<file path="src/rtl/fcu_pkg.sv">
// Package: command codes and shared constants for the fault capture unit.
// Assumes a 3-bit command field; codes not listed here have no effect on this block.
package fcu_pkg;
    localparam int CMD_W = 3;

    typedef enum logic [CMD_W-1:0] {
        CMD_IDLE  = 3'b000,
        CMD_LOAD  = 3'b001,
        CMD_RDVEC = 3'b010,
        CMD_CLEAR = 3'b110,
        CMD_RDFLT = 3'b111
    } fcu_cmd_e;
endpackage

</file>
<file path="src/rtl/fcu_cmd_decode.sv">
// Command decoder: turns the raw command code into one-hot action strobes.
// Assumes cmd is valid for the whole cycle; unknown codes produce no strobe.
module fcu_cmd_decode
    import fcu_pkg::*;
(
    input  logic [CMD_W-1:0] cmd,
    output logic             do_load,
    output logic             do_clear,
    output logic             do_rd_flt,
    output logic             do_rd_vec
);
    // Purpose: map each recognised code to its strobe.
    always_comb begin
        do_load   = 1'b0;
        do_clear  = 1'b0;
        do_rd_flt = 1'b0;
        do_rd_vec = 1'b0;
        case (cmd)
            CMD_LOAD:  do_load   = 1'b1;
            CMD_CLEAR: do_clear  = 1'b1;
            CMD_RDFLT: do_rd_flt = 1'b1;
            CMD_RDVEC: do_rd_vec = 1'b1;
            default:   ;
        endcase
    end
endmodule

</file>
<file path="src/rtl/fcu_fault_latch.sv">
// Fault latch: sticky fault register with per-bit suppression of abort-class
// faults during DMA/hold, and a one-cycle abort pulse on a fresh abort-class capture.
// Assumes fault_n is already synchronous to clk.
module fcu_fault_latch #(
    parameter int                    NUM_FAULTS = 9,
    parameter logic [NUM_FAULTS-1:0] ABORT_MASK = 9'h121
) (
    input  logic                  clk,
    input  logic                  rst_n,
    input  logic [NUM_FAULTS-1:0] fault_n,
    input  logic                  suppress,
    input  logic                  do_load,
    input  logic                  do_clear,
    input  logic [NUM_FAULTS-1:0] load_val,
    output logic [NUM_FAULTS-1:0] fault_q,
    output logic                  base_zero,
    output logic                  next_nonzero,
    output logic                  abort_pulse
);
    logic [NUM_FAULTS-1:0] cap;
    logic [NUM_FAULTS-1:0] base;
    logic [NUM_FAULTS-1:0] fault_d;
    logic                  abort_d;

    // Purpose: per-bit capture, blocking abort-class bits while suppressed.
    for (genvar i = 0; i < NUM_FAULTS; i++) begin : g_cap
        if (ABORT_MASK[i]) begin : g_abort_bit
            assign cap[i] = ~fault_n[i] & ~suppress;
        end else begin : g_plain_bit
            assign cap[i] = ~fault_n[i];
        end
    end

    // Purpose: choose the register base (command value or held state) and merge captures.
    always_comb begin
        if (do_load)       base = load_val;
        else if (do_clear) base = '0;
        else               base = fault_q;
        fault_d      = base | cap;
        base_zero    = (base == '0);
        next_nonzero = (fault_d != '0);
        abort_d      = |(cap & ~base & ABORT_MASK);
    end

    // Purpose: hold the fault register and the registered abort pulse.
    always_ff @(posedge clk) begin
        if (!rst_n) begin
            fault_q     <= '0;
            abort_pulse <= 1'b0;
        end else begin
            fault_q     <= fault_d;
            abort_pulse <= abort_d;
        end
    end
endmodule

</file>
<file path="src/rtl/fcu_rearm.sv">
// Re-arm control: issues one level-1 request per arming, and disarms until a
// clear or load command leaves the fault register empty.
// Assumes base_zero/next_nonzero come from the fault latch for the same cycle.
module fcu_rearm (
    input  logic clk,
    input  logic rst_n,
    input  logic reg_write,
    input  logic base_zero,
    input  logic next_nonzero,
    output logic lvl1_req
);
    logic blocked_q;
    logic blocked_eff;
    logic fire;

    // Purpose: apply re-arm from an emptying command, then decide whether to fire.
    always_comb begin
        blocked_eff = (reg_write && base_zero) ? 1'b0 : blocked_q;
        fire        = next_nonzero && !blocked_eff;
    end

    // Purpose: register the disarm flag and the request pulse.
    always_ff @(posedge clk) begin
        if (!rst_n) begin
            blocked_q <= 1'b0;
            lvl1_req  <= 1'b0;
        end else begin
            blocked_q <= blocked_eff | fire;
            lvl1_req  <= fire;
        end
    end
endmodule

</file>
<file path="src/rtl/fault_capture_unit.sv">
// Fault capture unit top: joins the decoder, fault latch and re-arm control,
// and muxes read data onto the data bus.
// Assumes DATA_W exceeds NUM_FAULTS and VEC_W; read data is combinational from cmd.
module fault_capture_unit
    import fcu_pkg::*;
#(
    parameter int                    NUM_FAULTS = 9,
    parameter int                    DATA_W     = 16,
    parameter int                    VEC_W      = 4,
    parameter logic [NUM_FAULTS-1:0] ABORT_MASK = 9'h121
) (
    input  logic                  clk,
    input  logic                  rst_n,
    input  logic [NUM_FAULTS-1:0] fault_n,
    input  logic                  dma_busy,
    input  logic                  bus_hold,
    input  logic [CMD_W-1:0]      cmd,
    input  logic [DATA_W-1:0]     data_in,
    input  logic [VEC_W-1:0]      prio_vec,
    output logic [DATA_W-1:0]     data_out,
    output logic                  data_oe,
    output logic                  lvl1_req,
    output logic                  abort_pulse
);
    localparam int FLT_PAD = DATA_W - NUM_FAULTS;
    localparam int VEC_PAD = DATA_W - VEC_W;

    logic                  do_load, do_clear, do_rd_flt, do_rd_vec;
    logic [NUM_FAULTS-1:0] fault_q;
    logic                  base_zero, next_nonzero;
    logic                  unused_data_hi;

    assign unused_data_hi = ^data_in[DATA_W-1:NUM_FAULTS];

    fcu_cmd_decode u_dec (
        .cmd       (cmd),
        .do_load   (do_load),
        .do_clear  (do_clear),
        .do_rd_flt (do_rd_flt),
        .do_rd_vec (do_rd_vec)
    );

    fcu_fault_latch #(
        .NUM_FAULTS (NUM_FAULTS),
        .ABORT_MASK (ABORT_MASK)
    ) u_latch (
        .clk          (clk),
        .rst_n        (rst_n),
        .fault_n      (fault_n),
        .suppress     (dma_busy | bus_hold),
        .do_load      (do_load),
        .do_clear     (do_clear),
        .load_val     (data_in[NUM_FAULTS-1:0]),
        .fault_q      (fault_q),
        .base_zero    (base_zero),
        .next_nonzero (next_nonzero),
        .abort_pulse  (abort_pulse)
    );

    fcu_rearm u_rearm (
        .clk          (clk),
        .rst_n        (rst_n),
        .reg_write    (do_load | do_clear),
        .base_zero    (base_zero),
        .next_nonzero (next_nonzero),
        .lvl1_req     (lvl1_req)
    );

    // Purpose: select read data for the bus; zero when no read is active.
    always_comb begin
        data_out = '0;
        if (do_rd_flt)      data_out = {{FLT_PAD{1'b0}}, fault_q};
        else if (do_rd_vec) data_out = {{VEC_PAD{1'b0}}, prio_vec};
        data_oe = do_rd_flt | do_rd_vec;
    end
endmodule

</file>
<file path="config.mk">
export PLATFORM = sky130hd
export DESIGN_NAME = fault_capture_unit
export DESIGN_NICKNAME = d
export VERILOG_FILES = /design/src/rtl/fcu_pkg.sv /design/src/rtl/fcu_cmd_decode.sv /design/src/rtl/fcu_fault_latch.sv /design/src/rtl/fcu_rearm.sv /design/src/rtl/fault_capture_unit.sv
export SDC_FILE = /design/constraint.sdc
export NUM_CORES = 1
export LEC_CHECK = 0
export ABC_CLOCK_PERIOD_IN_PS = 1600
export BUFFER_PORTS_ARGS = -buffer_cell sky130_fd_sc_hd__buf_2
export CAP_MARGIN = 20
export CORE_AREA = 2 2 64 66
export CTS_CLUSTER_DIAMETER = 40
export CTS_CLUSTER_SIZE = 8
export DETAILED_ROUTE_END_ITERATION = 8
export DIE_AREA = 0 0 66 68
export GPL_TIMING_DRIVEN = 0
export PLACE_DENSITY = 0.53
export SLEW_MARGIN = 5
export SYNTH_ARGS = -nofsm -noshare
export SYNTH_HDL_FRONTEND = slang
export SYNTH_SLANG_ARGS = --single-unit
</file>
<file path="constraint.sdc">
create_clock -name clk -period 1.6 [get_ports clk]
set_input_delay 0.16 -clock clk [delete_from_list [all_inputs] [get_ports clk]]
set_output_delay 0.16 -clock clk [all_outputs]
set_load 0.01 [all_outputs]
</file>
Word level (Yosys, flattened, before mapping). Index checks and enable logic that the tools add are counted.

Equal/unequal tests: 4. Mux-type cells: 9. Reductions and logical operators: 6. Bitwise logic cells: 20.

Operator list (count): $mux 9 (3); $not 1->1 (10); $and 9x9->9 (1); $logic_not 9->1 (1); $not 9->9 (1); $or 9x9->9 (1); $reduce_bool 9->1 (1); $eq 3x3->1 const B (2); $mux 1 (5); $mux 4 (1); $or 1x1->1 (4); $and 1x1->1 (3); $eq 3x1->1 const B (1); $eq 3x2->1 const B (1); $reduce_or 3->1 (1); $logic_and 1x1->1 (2); $logic_not 1->1 (1).

Bits in registers: 12.

Longest topological paths before layout.
Depth after elaboration: 10. Gate-level depth with buffers: 7. Depth with buffers taken out: 5.

Hierarchy. A second synthesis with hierarchy kept.

Cells, all modules: 94. Area total of the unflattened synthesis: 782.0 um2.

Modules (own cells, without submodules): fcu_fault_latch (area an instance 510.5 um2, sequential area each 200.2 um2, instances 1, cells each 59); fault_capture_unit (area an instance 171.4 um2, sequential area each 0.0 um2, instances 1, cells each 24); fcu_rearm (area an instance 67.6 um2, sequential area each 40.0 um2, instances 1, cells each 7); fcu_cmd_decode (area an instance 32.5 um2, sequential area each 0.0 um2, instances 1, cells each 4).

Least setup slack after synthesis. Ideal clock, no wire load.

Path type: input port to flip-flop. Start: in cmd[2]. End: reg u_rearm.lvl1_req. Setup slack: 177 ps. Stages on the path: 5. Path buffers: 0. Data required time: 1509 ps. Data arrival time: 1332 ps. Setup time: 91 ps. Cells stage by stage: or4b_1 o21ai_1 a2bb2oi_1 a41oi_1 a311oi_1.

Word-level cells in the longest chain between the ends: 9. Elaborated cells on any way between the ends: 14. Classes of those cells: eq/ne (2); mux (5); bitwise (2); reduce/logical (5).

RTL lines: from (decl) (line fault_capture_unit.sv:17) `input logic [CMD_W-1:0] cmd,`; $eq 3x3->1 (line fcu_cmd_decode.sv:18) `case (cmd)`; $mux 1 (line fcu_cmd_decode.sv:18); $mux 9 (line fcu_fault_latch.sv:37) `else if (do_clear) base = '0;`; $mux 9 (line fcu_fault_latch.sv:36) `if (do_load) base = load_val;`; $logic_not 9->1 (line fcu_fault_latch.sv:40) `base_zero = (base == '0);`; $logic_and 1x1->1 (line fcu_rearm.sv:18) `blocked_eff = (reg_write && base_zero) ? 1'b0 : blocked_q;`; $mux 1 (line fcu_rearm.sv:18); $logic_not 1->1 (line fcu_rearm.sv:19) `fire = next_nonzero && !blocked_eff;`; $logic_and 1x1->1 * (line fcu_rearm.sv:19); to (signal assigned) (line fcu_rearm.sv:29) `lvl1_req <= fire;`; to (decl) (line fcu_rearm.sv:10) `output logic lvl1_req`.

Mark *: on every way between the ends. The rest lies on a longest branch, timed or not. A chain may end at the register's enable or synchronous reset.

Final worst setup path.
Start: in cmd[2]. End: reg u_rearm.blocked_q.

Word-level cells in the longest chain between the ends: 10. Elaborated cells on any way between the ends: 15. Classes of those cells: eq/ne (2); mux (5); bitwise (3); reduce/logical (5).

RTL lines: $eq 3x3->1 (line fcu_cmd_decode.sv:18); $mux 1 (line fcu_cmd_decode.sv:18); $mux 9 (line fcu_fault_latch.sv:37); $mux 9 (line fcu_fault_latch.sv:36); $logic_not 9->1 (line fcu_fault_latch.sv:40); $logic_and 1x1->1 (line fcu_rearm.sv:18); $mux 1 (line fcu_rearm.sv:18); $logic_not 1->1 (line fcu_rearm.sv:19); $logic_and 1x1->1 (line fcu_rearm.sv:19); $or 1x1->1 * (line fcu_rearm.sv:28) `blocked_q <= blocked_eff | fire;`; to (signal assigned) (line fcu_rearm.sv:28); to (decl) (line fcu_rearm.sv:12) `logic blocked_q;`.

Marks and branches as above.

==> key figures <==
Detailed routing
  • Routed vias/inst: approximately 4.4
  • Drt first pass iters: 4
  • Via Count: just under 1000
  • WL/cell: approximately 12 um
  • Post-detailed-routing wire length: 2660 um
  • Initial drt markers: 30
  • Residual DRC: 0
  • Routed Antenna Nets: 0

Placement
  • Buffers on Ports: 40
  • Gpl congestion: 0.743
  • Place WS: -0.252 ns
  • Final HPWL DP: roughly 2100 um
  • Dpl cell area: approximately 1200 um^2

Min path
  • HP Start: rst_n
  • HP Class: in -> reg

CTS
  • Clock Tree Root: clkbuf_8
  • Worst-path clk slew: about 0.06 ns
  • Cts hold-fix bufs: 0
  • CTS sink count: 12
  • Post-CTS Setup Bufs: 0
  • CTS buffer count: 3
  • H-Tree Level Count: 1
  • TritonCTS clock tree: done
  • Clock latency on the worst-skew pair: approximately 0.25 ns
  • Clock Path Buffers: 2

STA
  • RSZ-0062 raised after global routing: no
  • Worst setup margin: 0.187 ns
  • Fmax: 707 MHz
  • Worst hold slack: 0.196 ns
  • Tmin final: roughly 1.4 ns
  • Final Max Slew Viols: 0
  • Final Cycle Share: roughly 88%
  • Final count of hold timing violations: 0
  • Clk_skew: approximately 0.0034 ns
  • Setup violators final: 0

Critical path
  • Critical path arrival: 1.53 ns
  • Worst path cell trace: buf_2 -> or4b_1 -> o21ai_1 -> o211ai_1 -> nor4_2 -> a41oi_1
  • Critical Path Start Type: primary input
  • Critical Path Max Stage Delay: 0.52 ns
  • Crit-path max FO: 6
  • Worst Path Buf+Inv: 1
  • Top delay family on crit path: simple AND/OR/NAND/NOR gates
  • Worst r2r src: u_latch.fault_q[4]$_SDFF_PN0_
  • Crit-path slowest cell: or4b_1
  • Worst Path Required: 1.72 ns
  • Crit path kind: in -> reg
  • Setup crit end kind: flop
  • Critical Path Start: cmd[2]

Run
  • Maxcap violations: 0

Layout
  • Share of layout cells above drive strength 1: 36.0%
  • Commonest non-fill, non-tap cells in the layout: buf_2 (41), nor2_1 (19), and2_1 (12), dfxtp_1 (12), buf_4 (8)
  • Syn-to-layout area delta: 40.2%
  • Most common cell after layout, fill and taps aside: buf_2
  • Fin nets: approximately 210
  • Antenna fix cells: 0
  • Design area: 1290 um^2

Global routing
  • Number of global-route vias before repair: 904
  • Total grt overflow: 0
  • GRT Total Usage: approximately 13%
  • Initial antenna violation count: 0
  • First-pass GRT wire length: ~4200 um
  • Largest net degree at the start of global routing: 11

Floorplanning
  • Die Y: slightly below 70 um
  • Io pins: 55
  • Starting Density: 23.9%
  • Core area: a little under 4000 um^2
  • DIE AREA: around 4500 um^2
  • Die W: between 60 and 70 um
  • FP Rows: 23

Logic synthesis
  • Synth warnings: 0
  • Cell count after synthesis: approximately 120
  • Netlist cell types: 40
  • Post-Synthesis Cell Area: 921 um^2
  • Seq/Total Area, Yosys: a little over a quarter
  • Syn avg cell area: between 7 and 8 um^2
  • Number of synthesized register bits: 12

Power and ir drop
  • Pwr Total: around 0.92 mW
  • Leak: 0.614 nW
  • Worst VDD drop: 0.191 mV
  • Pwr/cell area: about 710 nW/um^2

Run status
  • Status: completed
## power breakdown
| group | switching [mW] | internal, mW | total (mW) | leakage [nW] |
|---|---|---|---|---|
| Combinational | 0.130 | 0.116 | 0.246 | 0.485 |
| Clock | 0.124 | 0.218 | 0.342 | 0.0288 |
| Sequential | 0.0105 | 0.320 | 0.330 | 0.0999 |
## worst paths after layout
| path | end | slack (ns) | cells after the start |
|---|---|---|---|
| setup reg to reg | u_rearm.lvl1_req$_SDFF_PN0_ | 0.22 | 5 |
| hold / removal | u_latch.fault_q[2]$_SDFF_PN0_ | 0.20 | 2 |
| hold reg to reg | u_rearm.blocked_q$_SDFF_PN0_ | 0.59 | 3 |
| setup / recovery | u_rearm.blocked_q$_SDFF_PN0_ | 0.19 | 6 |
## per-stage QoR
stage,std cells,setup TNS (ns),util (%)
after floorplan,128,0,-
after detailed placement,218,-0.478,31.3
final,222,0,33.5
after global routing,222,0,33.5
after global placement,218,-0.464,31.3
after CTS,222,0,32.7
## synthesized netlist by cell type
| library cell | n | area (um^2) |
|---|---|---|
| a21bo_2 | 1 | 10.0 |
| a21boi_0 | 4 | 30.0 |
| a21boi_1 | 1 | 7.51 |
| a21o_1 | 1 | 7.51 |
| a21oi_1 | 1 | 5.00 |
| a221o_1 | 1 | 10.0 |
| a221oi_1 | 1 | 8.76 |
| a222oi_1 | 1 | 10.0 |
| a22oi_1 | 5 | 37.5 |
| a2bb2oi_1 | 1 | 8.76 |
| a311oi_1 | 1 | 8.76 |
| a41oi_1 | 2 | 17.5 |
| and2_1 | 12 | 75.1 |
| and2b_1 | 1 | 7.51 |
| and3_1 | 1 | 6.26 |
| buf_2 | 1 | 5.00 |
| buf_4 | 8 | 60.1 |
| buf_6 | 1 | 11.3 |
| clkbuf_1 | 1 | 3.75 |
| conb_1 | 1 | 3.75 |
| dfxtp_1 | 12 | 240 |
| inv_1 | 7 | 26.3 |
| mux2i_1 | 5 | 50.1 |
| nand2_1 | 4 | 15.0 |
| nand2b_1 | 1 | 6.26 |
| nand3_1 | 1 | 5.00 |
| nor2_1 | 19 | 71.3 |
| nor2b_1 | 5 | 31.3 |
| nor3_1 | 4 | 20.0 |
| nor3b_1 | 2 | 15.0 |
| nor4_1 | 1 | 6.26 |
| o211a_1 | 1 | 10.0 |
| o211ai_1 | 1 | 7.51 |
| o21a_1 | 2 | 15.0 |
| o21ai_0 | 5 | 25.0 |
| o21ai_1 | 1 | 5.00 |
| o22ai_1 | 1 | 6.26 |
| o31ai_1 | 2 | 15.0 |
| or3_1 | 1 | 6.26 |
| or4b_1 | 1 | 10.0 |
## state kept, by name (all words and copies together), names as in the netlist
name and count:
u_latch.abort_pulse 1, u_latch.fault_q 9, u_rearm.blocked_q 1, u_rearm.lvl1_req 1
## worst reg2reg max path: cells and delay by family, from the launching register on
kind | cells | cell delay [ns]
flip-flops | 1 | 0.30
AO/OA/AOI/OAI | 4 | 0.92
buffers and inverters | 1 | 0.06
## timing repair
item / CTS / global route
resized for setup: 1 / 7
setup endpoints to repair: 1 / 2
pin swaps: 0 / 4
cloned: 0 / 0
## final cells by class
type                            instances  area (um^2)
Fill cell                             447         2560
Multi-Input combinational cell         98          626
Sequential cell                        12          240
Timing Repair Buffer                   40          200
Buffer                                 11         81.3
Tap cell                               50         62.6
Clock buffer                            4         55.1
Inverter                                7         26.3
## routing by layer
metal | vias to the layer above | part of all wire [%] | track usage (%) | wire length [um]
met4 | 0 | 2.0 | 6.89 | 53
met2 | 36 | 44 | 20.1 | 1170
met5 | - | 0 | 0 | 0
li1 | 519 | - | - | -
met3 | 6 | 7.2 | 2.63 | 192
met1 | 425 | 47 | 15.8 | 1240
## logic make-up (layout without fill, tap and decap cells)
logic type             Yosys count  count (layout)  synth area share (%)
buffers and inverters           18              62                  11.5
flip-flops                      12              12                  26.1
AND/OR/NAND/NOR                 53              53                  29.9
other                            1               7                 0.407
multiplexers                     5               5                  5.43
AO/OA/AOI/OAI                   33              33                  26.6
Power figures use the tool's default switching activity.
